File: config.mk
export PLATFORM = sky130hd
export DESIGN_NAME = coex3w_arbiter
export DESIGN_NICKNAME = d
export VERILOG_FILES = /design/src/rtl/coex3w_pkg.sv /design/src/rtl/coex3w_classifier.sv /design/src/rtl/coex3w_bt_decoder.sv /design/src/rtl/coex3w_decision.sv /design/src/rtl/coex3w_arbiter.sv
export SDC_FILE = /design/constraint.sdc
export NUM_CORES = 1
export LEC_CHECK = 0
export ABC_CLOCK_PERIOD_IN_PS = 3300
export BUFFER_PORTS_ARGS = -buffer_cell sky130_fd_sc_hd__buf_2
export CAP_MARGIN = 10
export CELL_PAD_IN_SITES_DETAIL_PLACEMENT = 1
export CELL_PAD_IN_SITES_GLOBAL_PLACEMENT = 1
export CORE_MARGIN = 1
export CORE_UTILIZATION = 45
export CTS_CLUSTER_DIAMETER = 80
export DETAILED_ROUTE_END_ITERATION = 8
export PLACE_DENSITY = 0.89
export SETUP_SLACK_MARGIN = 0.4
export SYNTH_ARGS = -nofsm -noshare
export SYNTH_HDL_FRONTEND = slang
export SYNTH_HIERARCHICAL = 1
export SYNTH_SLANG_ARGS = --single-unit
File: constraint.sdc
create_clock -name clk -period 3.3 [get_ports clk]
set_clock_uncertainty 0.1 [all_clocks]
set_input_delay 0.33 -clock clk [delete_from_list [all_inputs] [get_ports clk]]
set_output_delay 0.33 -clock clk [all_outputs]
set_load 0.1 [all_outputs]
File: src/rtl/coex3w_pkg.sv
package coex3w_pkg;

    typedef enum logic [1:0] {
        BT_IDLE    = 2'd0,
        BT_GET_PRI = 2'd1,
        BT_GET_DIR = 2'd2,
        BT_ARB     = 2'd3
    } bt_phase_e;

    typedef struct packed {
        logic wl_hi;
        logic wl_tx;
        logic bt_hi;
        logic bt_tx;
    } arb_key_t;

    typedef struct packed {
        logic wl_ok;
        logic bt_ok;
    } verdict_t;

    localparam int KEY_W = $bits(arb_key_t);
    localparam int VER_W = $bits(verdict_t);
    localparam int TAB_W = VER_W * (2 ** KEY_W);

    // Reset contents of a decision table.
    function automatic logic [TAB_W-1:0] default_table(input logic oob);
        logic [TAB_W-1:0] t;
        t = '0;
        for (int i = 0; i < 2 ** KEY_W; i++) begin
            arb_key_t k;
            verdict_t v;
            k = arb_key_t'(KEY_W'(i));
            if (k.wl_hi || !k.bt_hi) v = '{wl_ok: 1'b1, bt_ok: 1'b0};
            else                      v = '{wl_ok: 1'b0, bt_ok: 1'b1};
            if (oob && k.wl_tx && k.bt_tx) v = '{wl_ok: 1'b1, bt_ok: 1'b1};
            t[i*VER_W +: VER_W] = v;
        end
        return t;
    endfunction

    // One shared antenna: never let both sides through.
    function automatic verdict_t single_reduce(input verdict_t v, input logic wl_hi);
        verdict_t r;
        r = v;
        if (v.wl_ok && v.bt_ok) begin
            r.wl_ok = wl_hi;
            r.bt_ok = !wl_hi;
        end
        return r;
    endfunction

endpackage

File: src/rtl/coex3w_classifier.sv
module coex3w_classifier
    import coex3w_pkg::*;
#(
    parameter int TYPE_W   = 6,
    parameter int ACK_TYPE = 29,
    parameter int CFG_AW   = 3,
    parameter int TX_BASE  = 0,
    parameter int RX_BASE  = 2
) (
    input  logic              clk,
    input  logic              rst,
    input  logic              cfg_we,
    input  logic [CFG_AW-1:0] cfg_addr,
    input  logic [31:0]       cfg_wdata,
    input  logic              tx_req,
    input  logic [TYPE_W-1:0] tx_type,
    input  logic              rx_req,
    input  logic [TYPE_W-1:0] rx_type,
    output logic              wl_any,
    output logic              wl_tx,
    output logic              wl_hi
);
    localparam int MASK_W = 2 ** TYPE_W;
    localparam int WORDS  = MASK_W / 32;
    localparam int NPATH  = 2;

    logic [NPATH-1:0] path_hi;

    for (genvar p = 0; p < NPATH; p++) begin : g_path
        localparam int BASE = (p == 0) ? TX_BASE : RX_BASE;
        logic [MASK_W-1:0] mask_q;
        logic [TYPE_W-1:0] sel_type;

        always_ff @(posedge clk) begin
            if (rst) begin
                mask_q <= MASK_W'(1) << ACK_TYPE;
            end else if (cfg_we) begin
                for (int w = 0; w < WORDS; w++) begin
                    if (cfg_addr == CFG_AW'(BASE + w))
                        mask_q[w*32 +: 32] <= cfg_wdata;
                end
            end
        end

        assign sel_type   = (p == 0) ? tx_type : rx_type;
        assign path_hi[p] = mask_q[sel_type];
    end

    assign wl_any = tx_req | rx_req;
    assign wl_tx  = tx_req;
    assign wl_hi  = tx_req ? path_hi[0] : (rx_req & path_hi[1]);

endmodule

File: src/rtl/coex3w_bt_decoder.sv
module coex3w_bt_decoder
    import coex3w_pkg::*;
#(
    parameter int WIN_US = 75
) (
    input  logic      clk,
    input  logic      rst,
    input  logic      us_tick,
    input  logic      bt_pri_in,
    input  logic      bt_state_in,
    output bt_phase_e phase,
    output logic      bt_hi,
    output logic      bt_tx,
    output logic      win_open
);
    localparam int CNT_W = $clog2(WIN_US + 1);
    localparam logic [CNT_W-1:0] WIN_END = CNT_W'(WIN_US);

    logic             pri_prev;
    logic [CNT_W-1:0] tick_cnt;

    always_ff @(posedge clk) begin
        if (rst) begin
            phase    <= BT_IDLE;
            pri_prev <= 1'b0;
            tick_cnt <= '0;
            bt_hi    <= 1'b0;
            bt_tx    <= 1'b0;
        end else begin
            pri_prev <= bt_pri_in;
            if (!bt_pri_in) begin
                phase    <= BT_IDLE;
                tick_cnt <= '0;
            end else begin
                unique case (phase)
                    BT_IDLE: begin
                        if (!pri_prev) begin
                            phase    <= BT_GET_PRI;
                            tick_cnt <= '0;
                        end
                    end
                    BT_GET_PRI: begin
                        if (us_tick) begin
                            bt_hi    <= bt_state_in;
                            tick_cnt <= CNT_W'(1);
                            phase    <= BT_GET_DIR;
                        end
                    end
                    BT_GET_DIR: begin
                        if (us_tick) begin
                            bt_tx    <= bt_state_in;
                            tick_cnt <= CNT_W'(2);
                            phase    <= BT_ARB;
                        end
                    end
                    BT_ARB: begin
                        if (us_tick && tick_cnt < WIN_END)
                            tick_cnt <= tick_cnt + 1'b1;
                    end
                    default: phase <= BT_IDLE;
                endcase
            end
        end
    end

    assign win_open = (phase == BT_ARB) && (tick_cnt < WIN_END);

endmodule

File: src/rtl/coex3w_decision.sv
module coex3w_decision
    import coex3w_pkg::*;
#(
    parameter int CFG_AW    = 3,
    parameter int TAB_IB_A  = 4,
    parameter int TAB_OOB_A = 5,
    parameter int MODE_A    = 6
) (
    input  logic              clk,
    input  logic              rst,
    input  logic              cfg_we,
    input  logic [CFG_AW-1:0] cfg_addr,
    input  logic [31:0]       cfg_wdata,
    input  bt_phase_e         phase,
    input  logic              win_open,
    input  logic              bt_hi,
    input  logic              bt_tx,
    input  logic              wl_any,
    input  logic              wl_tx,
    input  logic              wl_hi,
    output logic              single_ant,
    output logic              wl_grant,
    output logic              wlan_active
);
    logic [TAB_W-1:0] tab_ib_q, tab_oob_q, tab_sel;
    logic             oob_q, single_q;
    arb_key_t         key;
    verdict_t         raw_v, fin_v;
    logic             grant_n, active_n;

    always_ff @(posedge clk) begin
        if (rst) begin
            tab_ib_q  <= default_table(1'b0);
            tab_oob_q <= default_table(1'b1);
            oob_q     <= 1'b0;
            single_q  <= 1'b0;
        end else if (cfg_we) begin
            if (cfg_addr == CFG_AW'(TAB_IB_A))  tab_ib_q  <= cfg_wdata[TAB_W-1:0];
            if (cfg_addr == CFG_AW'(TAB_OOB_A)) tab_oob_q <= cfg_wdata[TAB_W-1:0];
            if (cfg_addr == CFG_AW'(MODE_A)) begin
                oob_q    <= cfg_wdata[0];
                single_q <= cfg_wdata[1];
            end
        end
    end

    always_comb begin
        key     = '{wl_hi: wl_hi, wl_tx: wl_tx, bt_hi: bt_hi, bt_tx: bt_tx};
        tab_sel = oob_q ? tab_oob_q : tab_ib_q;
        raw_v   = verdict_t'(tab_sel[key*VER_W +: VER_W]);
        fin_v   = single_q ? single_reduce(raw_v, wl_hi) : raw_v;
    end

    always_comb begin
        grant_n  = wl_grant;
        active_n = wlan_active;
        unique case (phase)
            BT_IDLE: begin
                grant_n  = wl_any;
                active_n = wl_any;
            end
            BT_GET_PRI, BT_GET_DIR: begin
                grant_n  = wl_grant;
                active_n = wlan_active;
            end
            BT_ARB: begin
                if (!wl_any) begin
                    grant_n  = 1'b0;
                    active_n = 1'b0;
                end else if (win_open) begin
                    grant_n  = fin_v.wl_ok;
                    active_n = !fin_v.bt_ok;
                end else if (single_q && wl_hi) begin
                    grant_n  = 1'b1;
                    active_n = 1'b1;
                end
            end
            default: begin
                grant_n  = 1'b0;
                active_n = 1'b0;
            end
        endcase
    end

    always_ff @(posedge clk) begin
        if (rst) begin
            wl_grant    <= 1'b0;
            wlan_active <= 1'b0;
        end else begin
            wl_grant    <= grant_n;
            wlan_active <= active_n;
        end
    end

    assign single_ant = single_q;

endmodule

File: src/rtl/coex3w_arbiter.sv
module coex3w_arbiter
    import coex3w_pkg::*;
#(
    parameter int TYPE_W   = 6,
    parameter int ACK_TYPE = 29,
    parameter int WIN_US   = 75,
    parameter int CFG_AW   = 3
) (
    input  logic              clk,
    input  logic              rst,
    input  logic              us_tick,
    input  logic              bt_pri_in,
    input  logic              bt_state_in,
    input  logic              wl_tx_req,
    input  logic [TYPE_W-1:0] wl_tx_type,
    input  logic              wl_rx_req,
    input  logic [TYPE_W-1:0] wl_rx_type,
    input  logic              cfg_we,
    input  logic [CFG_AW-1:0] cfg_addr,
    input  logic [31:0]       cfg_wdata,
    output logic              wl_grant,
    output logic              wlan_active
);
    localparam int MASK_WORDS = (2 ** TYPE_W) / 32;
    localparam int TX_BASE    = 0;
    localparam int RX_BASE    = MASK_WORDS;
    localparam int TAB_IB_A   = 2 * MASK_WORDS;
    localparam int TAB_OOB_A  = TAB_IB_A + 1;
    localparam int MODE_A     = TAB_IB_A + 2;

    logic      wl_any, wl_tx, wl_hi;
    bt_phase_e bt_phase;
    logic      bt_hi, bt_tx, win_open, single_ant;

    coex3w_classifier #(
        .TYPE_W(TYPE_W), .ACK_TYPE(ACK_TYPE), .CFG_AW(CFG_AW),
        .TX_BASE(TX_BASE), .RX_BASE(RX_BASE)
    ) u_class (
        .clk(clk), .rst(rst),
        .cfg_we(cfg_we), .cfg_addr(cfg_addr), .cfg_wdata(cfg_wdata),
        .tx_req(wl_tx_req), .tx_type(wl_tx_type),
        .rx_req(wl_rx_req), .rx_type(wl_rx_type),
        .wl_any(wl_any), .wl_tx(wl_tx), .wl_hi(wl_hi)
    );

    coex3w_bt_decoder #(.WIN_US(WIN_US)) u_btdec (
        .clk(clk), .rst(rst), .us_tick(us_tick),
        .bt_pri_in(bt_pri_in), .bt_state_in(bt_state_in),
        .phase(bt_phase), .bt_hi(bt_hi), .bt_tx(bt_tx), .win_open(win_open)
    );

    coex3w_decision #(
        .CFG_AW(CFG_AW), .TAB_IB_A(TAB_IB_A), .TAB_OOB_A(TAB_OOB_A), .MODE_A(MODE_A)
    ) u_dec (
        .clk(clk), .rst(rst),
        .cfg_we(cfg_we), .cfg_addr(cfg_addr), .cfg_wdata(cfg_wdata),
        .phase(bt_phase), .win_open(win_open), .bt_hi(bt_hi), .bt_tx(bt_tx),
        .wl_any(wl_any), .wl_tx(wl_tx), .wl_hi(wl_hi),
        .single_ant(single_ant), .wl_grant(wl_grant), .wlan_active(wlan_active)
    );

endmodule

# Word-level counts from Yosys, hierarchy flattened
# Index checks and enable logic that the tools add are counted.
# word_totals
register_bits,208
output_inout_bits,2
wordCells,85
# classes
n_addsub,1
n_lt_le_gt_ge,3
n_eq_ne,14
n_shift,1
muxes,24
n_bitwise,4
reduce_logical,23
# ops
cell,n
2-to-1 mux 32 bit,1
variable part select 32 x 6 -> 2 bit,1
2-to-1 mux 7 bit,4
case mux 7 bit (4 select lines),1
AND reduction 2 bit,8
"< comparator 6 x 7 -> 1 bit, second input constant",2
binary-select mux 1 bit (select 6 bit),2
2-to-1 mux 2 bit,5
"== test 3 bit, second input constant",3
2-to-1 mux 1 bit,8
AND reduction 4 bit,2
"adder 7 x 1 -> 7 bit, second input constant",1
"< comparator 7 bit, second input constant",1
"== test 3 x 2 -> 1 bit, second input constant",2
"inequality test 2 bit, second input constant",3
case mux 2 bit (3 select lines),1
AND reduction 3 bit,2
"== test 2 bit, second input constant",2
logical AND 1 bit,4
"inequality test 4 bit, second input constant",1
case mux 1 bit (2 select lines),2
OR reduction 2 bit,2
"== test 3 x 1 -> 1 bit, second input constant",1
logical NOT 3 bit,1
other kinds (8),10

# Longest topological paths before layout
# Gate-level depths: netlist (run 1).
# depth
word_depth,12
ltp_mapped,11
ltp_nobuf,9

# Hierarchy
# Netlist (run 1), hierarchy kept.
# modules_own_cells
mod,instances,cells_each,area_per_inst_um2
coex3w_classifier,1,677,5610.4
coex3w_decision,1,351,3114.2
coex3w_bt_decoder,1,84,720.7

# Least setup slack after synthesis (run 1)
# Ideal clock, no wire load.
# synth_timing
kind,input-to-reg
start,in wl_tx_type[2]
end,reg u_dec.wlan_active
arrival_ns,2.270
required_ns,3.068
slack_ns,0.797
stages,11
path_cell_list,buf_2 > buf_2 > mux4_2 > o31ai_1 > nor2_1 > o31ai_1 > nand4_1 > nand2_1 > nor3b_1 > a2111oi_4 > a31oi_1
# synth_via
elab_chain_cells,11
# synth_lines
element,line_no,text
from (decl),coex3w_arbiter.sv:15,"input logic [TYPE_W-1:0] wl_tx_type,"
binary-select mux 1 bit (select 6 bit) (*),coex3w_classifier.sv:46,assign path_hi[p] = mask_q[sel_type];
2-to-1 mux 1 bit (implied by the code) (*),coex3w_classifier.sv:46,
2-to-1 mux 1 bit (*),coex3w_classifier.sv:51,assign wl_hi = tx_req ? path_hi[0] : (rx_req & path_hi[1]);
named net wl_hi,coex3w_arbiter.sv:31,"logic wl_any, wl_tx, wl_hi;"
variable part select 32 x 6 -> 2 bit,coex3w_decision.sv:50,raw_v = verdict_t'(tab_sel[key*VER_W +: VER_W]);
logical AND 1 bit,coex3w_pkg.sv:46,if (v.wl_ok && v.bt_ok) begin
2-to-1 mux 2 bit,coex3w_pkg.sv:46,
2-to-1 mux 2 bit,coex3w_decision.sv:51,"fin_v = single_q ? single_reduce(raw_v, wl_hi) : raw_v;"
logical NOT 1 bit,coex3w_decision.sv:72,active_n = !fin_v.bt_ok;
2-to-1 mux 1 bit,coex3w_decision.sv:70,end else if (win_open) begin
2-to-1 mux 1 bit,coex3w_decision.sv:67,if (!wl_any) begin
case mux 1 bit (2 select lines),coex3w_decision.sv:57,unique case (phase)
to (signal assigned),coex3w_decision.sv:91,wlan_active <= active_n;
to (decl),coex3w_decision.sv:23,output logic wlan_active
# The timed path passes the listed nets; every way through them passes the cells marked *. The select of a mux whose other input is x is not followed.
# A chain may end at the register's enable or synchronous reset.

# Worst setup path in the final report (run 1)
# layout_timing
start,reg u_class.g_path[0].mask_q[32]
end,reg u_dec.wlan_active
# layout_via
elab_chain_cells,11
# layout_lines
element,line_no,text
from (decl),coex3w_classifier.sv:31,logic [MASK_W-1:0] mask_q;
from (signal assigned),coex3w_classifier.sv:36,mask_q <= MASK_W'(1) << ACK_TYPE;
"from (signal, indexed assignment)",coex3w_classifier.sv:40,mask_q[w*32 +: 32] <= cfg_wdata;
binary-select mux 1 bit (select 6 bit) (*),coex3w_classifier.sv:46,
2-to-1 mux 1 bit (implied by the code) (*),coex3w_classifier.sv:46,
2-to-1 mux 1 bit (*),coex3w_classifier.sv:51,
named net wl_hi,coex3w_arbiter.sv:31,
variable part select 32 x 6 -> 2 bit,coex3w_decision.sv:50,
logical AND 1 bit,coex3w_pkg.sv:46,
2-to-1 mux 2 bit,coex3w_pkg.sv:46,
2-to-1 mux 2 bit,coex3w_decision.sv:51,
logical NOT 1 bit,coex3w_decision.sv:72,
2-to-1 mux 1 bit,coex3w_decision.sv:70,
2-to-1 mux 1 bit,coex3w_decision.sv:67,
case mux 1 bit (2 select lines),coex3w_decision.sv:57,
# Marks and branches as above.

==> impl_metrics.py, run 1 <==
metrics = {
    "global_routing": {
        "antenna_found_initial": 2,
        "grt_max_degree": 134,
        "overflow": 0,
        "grt_usage": 0.2900,
        "grt_pass1_vias": 8703,
        "grt_pass1_wl_um": 48380,
    },
    "route": {
        "dr.pass1.iters": 5,
        "viasPerCell": 6.034,
        "wirelength_um": 31340,
        "drtAntennaViolNets": 0,
        "vias": 8514,
        "drt_iter0_markers": 616,
        "wl_per_cell_um": 22.21,
        "route.detailed.drc": 0,
    },
    "floorplanning": {
        "floorplan.initialDensity": 0.4623,
        "die-width_um": 146.9,
        "die_h_um": 146.9,
        "pin_count": 57,
        "rows": 52,
        "dieArea_mm2": 0.02157,
        "fp.coreArea_mm2": 0.02043,
    },
    "cts": {
        "htreeDepth": 1,
        "cts_buffer_depth": 3,
        "numCtsBuffers": 23,
        "insertion_delay_ns": 0.50,
        "clockRootBuffer": "clkbuf_16",
        "clkSlewWorstSetupHoldPaths_ns": 0.06,
        "cts_num_sinks": 208,
        "cts_tree": "done",
    },
    "final_layout": {
        "final_common_cell": "nand2_1",
        "synthToLayoutAreaGrowth_pct": 11.72,
        "fin_nets": 1189,
        "fill_cells": 2448,
        "final_cell_area_mm2": 0.01055,
        "layout_common_cells": "nand2_1 (404), dfxtp_1 (208), a21oi_1 (160)",
        "final-seq-area_mm2": 0.004164,
        "multiInputGateArea_mm2": 0.004873,
        "drive_above_1_share": 0.1335,
    },
    "sta": {
        "finalCriticalPeriod_ns": 2.747,
        "rsz0062_at_grt": "false",
        "min_period_over_period": 0.8325,
        "max_freq_ghz": 0.3640,
        "maxSlewViolCount": 0,
        "maxSlewHeadroom": 0.1951,
        "setup-violations-final": 0,
        "tightest_slew_ns": 1.204,
        "tns_ns": 0,
        "final-hold-violation-count": 0,
    },
    "job": {
        "cap_violations": 0,
    },
    "power": {
        "peakVddDrop_uv": 418.6,
        "cellLeakagePower_nw": 3.866,
        "power_mw": 5.547,
        "p_per_area_mw_per_mm2": 525.7,
    },
    "setup_path": {
        "slowest_stage": "a2111oi_0",
        "critPathMaxStageDelay_ns": 0.58,
        "crit_chain": "nor2b_1 -> a2111oi_0 -> nor3_1 -> o31ai_1 -> nand4_1 -> nand2_1 -> nor3b_1 -> a2111oi_4 -> a31oi_1",
        "crit_type": "flip-flop to flip-flop",
        "cp-end-kind": "flip-flop",
        "path_max_fanout": 4,
        "crit_arrival_ns": 3.03,
        "required_ns": 3.58,
        "crit_path_start_kind": "flip-flop",
    },
    "outcome": {
        "outcome": "complete, no violations",
    },
    "synthesis": {
        "ys_top_cells_by_area": "dfxtp_1 (44%), nand2_1 (16%), a21oi_1 (8.5%)",
        "ys.flop_type": "dfxtp_1",
        "ys_ff_latch": 208,
        "yosys.area.top_type": "dfxtp_1",
        "ys_warn_count": 6,
        "synth_nets": 1175,
        "ys_async_sr_fraction": 0,
        "synth_cell_types": 52,
        "syn_area_per_cell_um2": 8.494,
        "synthCells": 1112,
        "synth_edf_count": 0,
        "synth_top_area_share": 0.4409,
        "ys_seq_area_frac": 0.4409,
        "synth_area_mm2": 0.009445,
    },
    "place": {
        "postPlaceCellArea_mm2": 0.009823,
        "placement.io_buffers": 56,
        "place_congestion": 0.9169,
        "dpl.hpwl_um": 20020,
    },
    "worst_hold_path": {
        "hp-class": "input pin to flip-flop",
    },
}
critical path: cells and delay by family (launching register included):
family          cells  cell delay (ns)
compound gates      4             1.35
simple gates        5             0.87
flops               1             0.31
synth_stat cells, types with 2 or more instances:
master and n:
o311ai_0 5, a31oi_1 4, dfxtp_1 208, and2_1 3, buf_2 7, o22ai_1 2
o31ai_1 6, buf_6 6, nand4b_1 2, mux4_1 13, nor3_1 7, nand3_1 11
clkbuf_1 68, buf_4 2, or2_2 2, nand3b_1 47, mux4_2 31, nand2_1 404
nand4_1 5, a2111oi_0 2, mux2i_1 19, and3_1 3, nand2b_1 6, o21bai_1 2
mux2_2 5, a21oi_1 160, o21ai_0 7, nor2_1 23, nor3b_1 7, inv_1 6
ha_1 8, or3_1 2, o211ai_1 2, nor2b_1 8, o21ai_1 2
logic make-up after synthesis:
| logic type | after synthesis | synth area share |
|---|---|---|
| simple gates | 534 | 0.2476 |
| fa+ha+maj | 8 | 0.01060 |
| flops | 208 | 0.4409 |
| mux | 68 | 0.1362 |
| buf+inv | 92 | 0.04477 |
| compound gates | 202 | 0.1200 |
registers in the layout, summed over array words and instances (netlist names):
signal and count:
u_dec/oob_q 1, u_dec/wl_grant 1, u_btdec/pri_prev 1, u_dec/single_ant 1
u_dec/tab_oob_q 32, u_dec/tab_ib_q 32, u_btdec/tick_cnt 7, u_btdec/bt_hi 1
u_btdec/phase 2, u_dec/wlan_active 1, u_btdec/bt_tx 1, u_class/g_path.mask_q 128
worst paths after layout:
| path | from | endpoint | slack, ns | cells past startpoint |
|---|---|---|---|---|
| hold reg to reg | u_dec/tab_ib_q[20] | u_dec/tab_ib_q[20] | 0.36 | 2 |
| setup / recovery | u_class/g_path[0].mask_q[32] | u_dec/wlan_active | 0.55 | 9 |
| hold / removal | bt_pri_in | u_btdec/phase[1] | 0.03 | 3 |
| setup reg to reg | u_class/g_path[0].mask_q[32] | u_dec/wlan_active | 0.55 | 9 |
metrics by stage:
| step | hold slack (ns) | util | worst slack (ns) | instances |
|---|---|---|---|---|
| after floorplan | 0.3024 | - | 0.7974 | 1112 |
| after global placement | 0.3374 | 0.4808 | 0.3296 | 1370 |
| after detailed placement | 0.3457 | 0.4808 | 0.2560 | 1370 |
| after CTS | 0.02312 | 0.5160 | 0.5560 | 1409 |
| after global routing | 0.03195 | 0.5165 | 0.4280 | 1411 |
| final | 0.03280 | 0.5165 | 0.5528 | 1411 |
area by class of cell:
type                       instances  area share
multi-input combinational        812      0.4618
sequential                       208      0.3946
clock buffer                      35     0.06545
timing repair buffer              74     0.04138
tap                              270     0.03201
inverter                           7    0.002490
clock inverter                     3    0.001779
antenna                            2   0.0004743
where the power goes:
group,internal [mW],switching [mW],total (mW)
sequential,2.57,0.0443,2.62
clock,1.43,1.01,2.44
combinational,0.159,0.329,0.488
layer usage:
| layer | share of wire | up-vias | global-route usage |
|---|---|---|---|
| met1 | 0.41 | 4290 | 0.3700 |
| met3 | 0.064 | 83 | 0.04130 |
| met4 | 0.034 | 0 | 0.1063 |
| li1 | - | 3824 | - |
| met5 | 0 | - | 0 |
| met2 | 0.49 | 317 | 0.4983 |
timing repair:
item | 4_1_cts | 5_1_grt
hold buffers | 1 | 0
setup buffers | 0 | 0
setup endpoints to repair | 0 | 1
endpoints found under the hold margin | 1 | 0
gates resized for setup | 0 | 1
Note: power is estimated with default switching activity, not from simulation.
==> run 2: changes to the inputs <==
ABC_AREA = 1   (was unset)
ABC_CLOCK_PERIOD_IN_PS = 2500   (was 3300)
CORE_UTILIZATION = 40   (was 45)
PLACE_DENSITY = 0.87   (was 0.89)
clock period = 2.5 ns   (was 3.3 ns; I/O delays follow)
==> impl_metrics.py, run 2 <==
metrics = {
    "power": {
        "peakVddDrop_uv": 487.3,
        "p_per_area_mw_per_mm2": 724.6,
        "cellLeakagePower_nw": 4.941,
    },
    "route": {
        "route.detailed.drc": 0,
        "drtAntennaViolNets": 0,
        "dr.pass1.iters": 5,
        "vias": 9821,
        "drt_iter0_markers": 640,
        "wl_per_cell_um": 18.30,
        "viasPerCell": 5.408,
        "wirelength_um": 33240,
    },
    "sta": {
        "maxSlewViolCount": 0,
        "finalCriticalPeriod_ns": 2.001,
        "rsz0062_at_grt": "true",
        "maxSlewHeadroom": 0.2976,
        "tightest_slew_ns": 1.052,
        "max_freq_ghz": 0.4996,
        "final-hold-violation-count": 0,
        "min_period_over_period": 0.8006,
        "setup-violations-final": 0,
    },
    "final_layout": {
        "largest_reg_flops": 128,
        "top_regs": "u_class/g_path.mask_q: 128 flops, u_dec/tab_ib_q: 32 flops, u_dec/tab_oob_q: 32 flops",
        "drive_above_1_share": 0.1254,
        "fin_cells": 1816,
        "regMostFlops": "u_class/g_path.mask_q",
        "final_cell_area_mm2": 0.01137,
        "fill_cells": 3123,
        "fin_nets": 1536,
        "layout_common_cells": "nand2_1 (293), nor2_1 (223), dfxtp_1 (196)",
        "synthToLayoutAreaGrowth_pct": 14.86,
        "final_common_cell": "nand2_1",
        "final_util": 0.4676,
    },
    "cts": {
        "insertion_delay_ns": 0.52,
        "clockRootBuffer": "clkbuf_16",
        "cts_tree": "done",
        "numCtsBuffers": 24,
        "cts_num_sinks": 208,
        "cts_buffer_depth": 3,
        "clkSlewWorstSetupHoldPaths_ns": 0.06,
        "htreeDepth": 1,
    },
    "global_routing": {
        "grt_pass1_wl_um": 52570,
        "grt_pass1_vias": 10030,
        "grt_max_degree": 67,
        "antenna_found_initial": 1,
        "grt_usage": 0.2597,
        "overflow": 0,
    },
    "synthesis": {
        "ys_async_sr_fraction": 0,
        "synth.cells.most_frequent": "nand2_1 (299), nor2_1 (224), dfxtp_1 (208), nand3_1 (174), o21ai_0 (157)",
        "ys_top_cells_by_area": "dfxtp_1 (42%), nand2_1 (11%), nand3_1 (8.8%)",
        "ys_seq_area_frac": 0.4206,
        "ys_ff_latch": 208,
        "synth_nets": 1504,
        "synthCells": 1441,
        "syn_area_per_cell_um2": 6.870,
        "synth_area_mm2": 0.009899,
        "synth_edf_count": 0,
        "ys.flop_type": "dfxtp_1",
        "synth_cell_types": 33,
        "yosys.area.top_type": "dfxtp_1",
        "ys_warn_count": 6,
        "synth_top_area_share": 0.4206,
        "yosysMostFrequentCell": "nand2_1",
    },
    "worst_hold_path": {
        "hold_depth": 3,
        "hp-class": "input pin to flip-flop",
        "hold_end": "u_class/g_path[0].mask_q[22]",
        "worstHoldStart": "cfg_wdata[22]",
    },
    "setup_path": {
        "required_ns": 2.85,
        "crit_type": "flip-flop to flip-flop",
        "crit_path_start_kind": "flip-flop",
        "r2r_slack_ns": 0.50,
        "r2r_end": "u_btdec/tick_cnt[3]",
        "crit_buf_inv": 3,
        "cp-end-kind": "flip-flop",
        "path_max_fanout": 10,
        "crit_arrival_ns": 2.35,
        "cp-startpoint": "u_btdec/phase[0]",
        "path_delay_family": "simple AND/OR/NAND/NOR gates",
        "r2r.worst_path.cells": 10,
        "slowest_stage": "dfxtp_1",
        "critPathMaxStageDelay_ns": 0.55,
        "regToRegStartpoint": "u_btdec/phase[0]",
        "crit_chain": "inv_1 -> ha_1 -> nor2_1 -> nor2_2 -> nor2_2 -> buf_4 -> nand3_2 -> nand2_1 -> inv_1 -> nor2_1",
    },
    "floorplanning": {
        "die_h_um": 159.3,
        "fp.coreArea_mm2": 0.02432,
        "rows": 57,
        "pin_count": 57,
        "floorplan.initialDensity": 0.4071,
        "die-width_um": 159.3,
        "dieArea_mm2": 0.02538,
    },
    "place": {
        "dpl.hpwl_um": 21560,
        "placement.io_buffers": 56,
        "placed_cells": 1755,
        "place_congestion": 0.8508,
        "postPlaceCellArea_mm2": 0.01028,
    },
    "outcome": {
        "outcome": "complete, no violations",
    },
    "job": {
        "cap_violations": 0,
    },
}
run 2: what timing repair did:
item,4_1_cts,5_1_grt
hold buffers,12,0
gates cloned,0,0
resized for setup,1,24
setup buffers,0,4
hold endpoints to repair,14,0
pin swaps,0,8
setup endpoints to repair,2,3
run 2: logic make-up after synthesis:
kind of cell / after synthesis / synth area share
and+or+nand+nor: 724 / 0.3079
buffers and inverters: 225 / 0.1108
adders and majority gates: 8 / 0.01011
DFF: 208 / 0.4206
AOI/OAI and AO/OA: 276 / 0.1505
run 2: report_power, final:
| group | switching [mW] | leakage [nW] | internal, mW |
|---|---|---|---|
| Clock | 1.40 | 0.428 | 2.45 |
| Combinational | 0.598 | 2.81 | 0.278 |
| Sequential | 0.0701 | 1.70 | 3.44 |
| Total | 2.07 | 4.94 | 6.17 |
run 2: worst min-delay path: stages:
cell    delay (ns)
buf_2         0.17
nor2_1        0.12
nor2_1        0.05
run 2: routing by layer:
layer / part of all wire / vias up / track usage
met2: 0.48 / 250 / 0.4460
met5: 0 / - / 0
met1: 0.42 / 4765 / 0.3158
li1: - / 4716 / -
met4: 0.045 / 0 / 0.1246
met3: 0.051 / 90 / 0.04324
run 2: how the worst max path moves through the flow:
| stage | end | slack [ns] | depth (start not counted) |
|---|---|---|---|
| after detailed placement | u_dec/wlan_active | -0.07 | 18 |
| after global routing | u_dec/wl_grant | 0.38 | 15 |
| after global placement | u_dec/wl_grant | 0.05 | 18 |
| final | u_btdec/tick_cnt[3] | 0.50 | 10 |
| after floorplan | u_dec/wl_grant | 0.58 | 18 |
| after CTS | u_dec/wlan_active | 0.42 | 15 |
run 2: per-stage QoR:
stage | hold slack (ns) | setup slack, ns | setup TNS [ns] | total power, mW
floorplan | 0.2124 | 0.5839 | 0 | 4.105
global placement | 0.3301 | 0.04888 | 0 | 4.366
detailed placement | 0.3370 | -0.07093 | -0.1381 | 4.401
CTS | 0.0005285 | 0.4152 | 0 | 8.269
global route | 0.01907 | 0.3830 | 0 | 8.521
finish | 0.01664 | 0.4986 | 0 | 8.239
run 2: layout make-up:
class                           instances  area [um2]  area share
Antenna cell                            1       2.502   0.0002201
Clock buffer                           39       748.2     0.06580
Clock inverter                          5       128.9     0.01133
Inverter                              132       515.5     0.04533
Multi-Input combinational cell       1008        4696      0.4130
Sequential cell                       208        4179      0.3675
Tap cell                              324       405.4     0.03565
Timing Repair Buffer                   99       695.7     0.06118
==> run 3: changes to the inputs <==
ABC_AREA = 0   (was 1)
ABC_CLOCK_PERIOD_IN_PS = 2000   (was 2500)
CORE_UTILIZATION = 45   (was 40)
PLACE_DENSITY = 0.89   (was 0.87)
clock period = 2 ns   (was 2.5 ns; I/O delays follow)
==> impl_metrics.py, run 3 (synthesis results as in run 1) <==
metrics = {
    "final_layout": {
        "largest_reg_flops": 128,
        "layout_common_cells": "nand2_1 (402), dfxtp_1 (202), a21oi_1 (158)",
        "drive_above_1_share": 0.1853,
        "fin_cells": 1485,
        "final_util": 0.5618,
        "fin_nets": 1267,
        "final_common_cell": "nand2_1",
        "regMostFlops": "u_class/g_path.mask_q",
        "top_regs": "u_class/g_path.mask_q: 128 flops, u_dec/tab_ib_q: 32 flops, u_dec/tab_oob_q: 32 flops",
        "final-seq-area_mm2": 0.004177,
        "fill_cells": 2367,
        "synthToLayoutAreaGrowth_pct": 21.51,
        "multiInputGateArea_mm2": 0.005037,
    },
    "sta": {
        "final-hold-violation-count": 0,
        "finalCriticalPeriod_ns": 2.509,
        "rsz0062_at_grt": "true",
        "setup_ws_ns": -0.5094,
        "tightest_slew_ns": 0.8409,
        "maxSlewHeadroom": 0.4375,
        "whs_ns": 0.1014,
        "min_period_over_period": 1.255,
        "max_freq_ghz": 0.3985,
        "maxSlewViolCount": 0,
        "setup-violations-final": 2,
    },
    "power": {
        "p_per_area_mw_per_mm2": 825.4,
        "clkPwrFrac": 0.438,
        "switching_share": 0.2613,
        "cellLeakagePower_nw": 4.232,
        "peakVddDrop_uv": 509.7,
        "p_sw_mw": 2.475,
        "internal_power_mw": 6.999,
        "seqPwrFrac": 0.457,
        "p_comb_frac": 0.105,
    },
    "route": {
        "route.detailed.drc": 0,
        "wirelength_um": 37600,
        "viasPerCell": 6.168,
        "drt_iter0_markers": 723,
        "vias": 9160,
        "wl_per_cell_um": 25.32,
        "drtAntennaViolNets": 0,
        "dr.pass1.iters": 5,
    },
    "global_routing": {
        "grt_usage": 0.3391,
        "grt_pass1_wl_um": 55550,
        "grt_max_degree": 105,
        "antenna_found_initial": 1,
        "overflow": 0,
        "grt_pass1_vias": 9644,
    },
    "setup_path": {
        "required_ns": 2.28,
        "cp-end-kind": "flip-flop",
        "crit_path_start_kind": "flip-flop",
        "path_max_fanout": 4,
        "critPathMaxStageDelay_ns": 0.47,
        "crit_type": "flip-flop to flip-flop",
        "slowest_stage": "mux4_2",
        "crit_arrival_ns": 2.79,
        "path_delay_family": "compound AO/OA/AOI/OAI gates",
        "r2r.worst_path.cells": 9,
        "r2r_slack_ns": -0.51,
        "crit_chain": "mux4_2 -> mux2_4 -> o211ai_2 -> a311o_1 -> nand4_1 -> nand2_2 -> nor3b_2 -> a2111oi_4 -> a31oi_1",
        "r2r_end": "u_dec/wlan_active",
        "crit_buf_inv": 0,
        "regToRegStartpoint": "u_class/g_path[1].mask_q[62]",
    },
    "floorplanning": {
        "die-width_um": 146.9,
        "dieArea_mm2": 0.02157,
        "pin_count": 57,
        "fp.coreArea_mm2": 0.02043,
        "die_h_um": 146.9,
        "rows": 52,
        "floorplan.initialDensity": 0.4623,
    },
    "cts": {
        "insertion_delay_ns": 0.51,
        "cts_buffer_depth": 3,
        "htreeDepth": 1,
        "cts_tree": "done",
        "clockRootBuffer": "clkbuf_16",
        "numCtsBuffers": 23,
        "clkSlewWorstSetupHoldPaths_ns": 0.06,
        "cts_num_sinks": 208,
    },
    "place": {
        "dp_slack_ns": -0.6554,
        "placement.io_buffers": 56,
        "place_congestion": 0.8642,
        "placed_cells": 1400,
        "dpl.hpwl_um": 20650,
    },
    "worst_hold_path": {
        "hp-class": "input pin to flip-flop",
        "worstHoldStart": "us_tick",
        "hold_end": "u_btdec/tick_cnt[6]",
        "hold_depth": 4,
    },
    "job": {
        "cap_violations": 0,
    },
    "outcome": {
        "outcome": "finished, violations left",
        "violations": "setup timing",
    },
}
## run 3: cell types whose count changed in the layout (fill, tap and decap cells not counted), sizes merged, moves of 46 or more
cell    previous run  this run
nor2             231        23
a21oi             71       160
nand3b             1        47
inv              133         6
nand2            304       404
nand3            179        11
o21ai            168         9
## run 3: metal layers
| metal | global-route usage | wire [um] | part of all wire | vias up |
|---|---|---|---|---|
| li1 | - | - | - | 3979 |
| met4 | 0.2115 | 2586 | 0.069 | 0 |
| met3 | 0.05776 | 2585 | 0.069 | 183 |
| met1 | 0.3940 | 13890 | 0.37 | 4516 |
| met2 | 0.5818 | 18530 | 0.49 | 482 |
| met5 | 0 | 0 | 0 | - |
## run 3: final cells by class
class | count | share of cell area
inverters | 7 | 0.002943
flip-flops and latches | 208 | 0.3639
well taps | 270 | 0.02943
repair buffers | 152 | 0.1035
multi-input cells | 812 | 0.4389
clock buffers | 34 | 0.06072
diodes | 1 | 0.0002180
clock inverters | 1 | 0.0004361
## run 3: how the worst max path moves through the flow
stage	from	endpoint	slack (ns)	depth (start not counted)
CTS	u_class/g_path[1].mask_q[62]	u_dec/wlan_active	-0.47	9
global route	u_class/g_path[0].mask_q[23]	u_dec/wlan_active	-0.59	9
detailed placement	wl_tx_type[1]	u_dec/wlan_active	-0.66	10
finish	u_class/g_path[1].mask_q[62]	u_dec/wlan_active	-0.51	9
global placement	wl_rx_type[1]	u_dec/wlan_active	-0.61	11
floorplan	wl_rx_type[1]	u_dec/wlan_active	-0.29	10
## run 3: timing repair
| item | CTS | global route |
|---|---|---|
| endpoints found under the setup margin | 12 | 11 |
| pin swaps | 8 | 13 |
| hold endpoints to repair | 186 | 0 |
| hold buffers | 39 | 0 |
| gates resized for setup | 28 | 25 |
| cloned | 0 | 0 |
| buffers inserted | 8 | 2 |
## run 3: power groups by stage
stage | sequential (mW) | combinational, mW | clock [mW]
2_1_floorplan | 4.42 | 0.453 | 0
3_3_place_gp | 4.40 | 0.786 | 0
3_5_place_dp | 4.40 | 0.818 | 0
4_1_cts | 4.31 | 0.928 | 4.12
5_1_grt | 4.33 | 1.04 | 4.36
6_report | 4.33 | 0.999 | 4.15
## run 3: worst register-to-register path: stages (launching register included)
cell	delay [ns]
dfxtp_2	0.33
mux4_2	0.47
mux2_4	0.29
o211ai_2	0.13
a311o_1	0.25
nand4_1	0.20
nand2_2	0.16
nor3b_2	0.07
a2111oi_4	0.27
a31oi_1	0.13
## run 3: through the flow
step | total power, mW | cell area [um2] | setup TNS (ns)
2_1_floorplan | 4.869 | 9484 | -0.4390
3_3_place_gp | 5.184 | 10120 | -1.083
3_5_place_dp | 5.222 | 10120 | -1.196
4_1_cts | 9.364 | 11360 | -0.9134
5_1_grt | 9.732 | 11480 | -1.155
6_report | 9.474 | 11480 | -0.9840
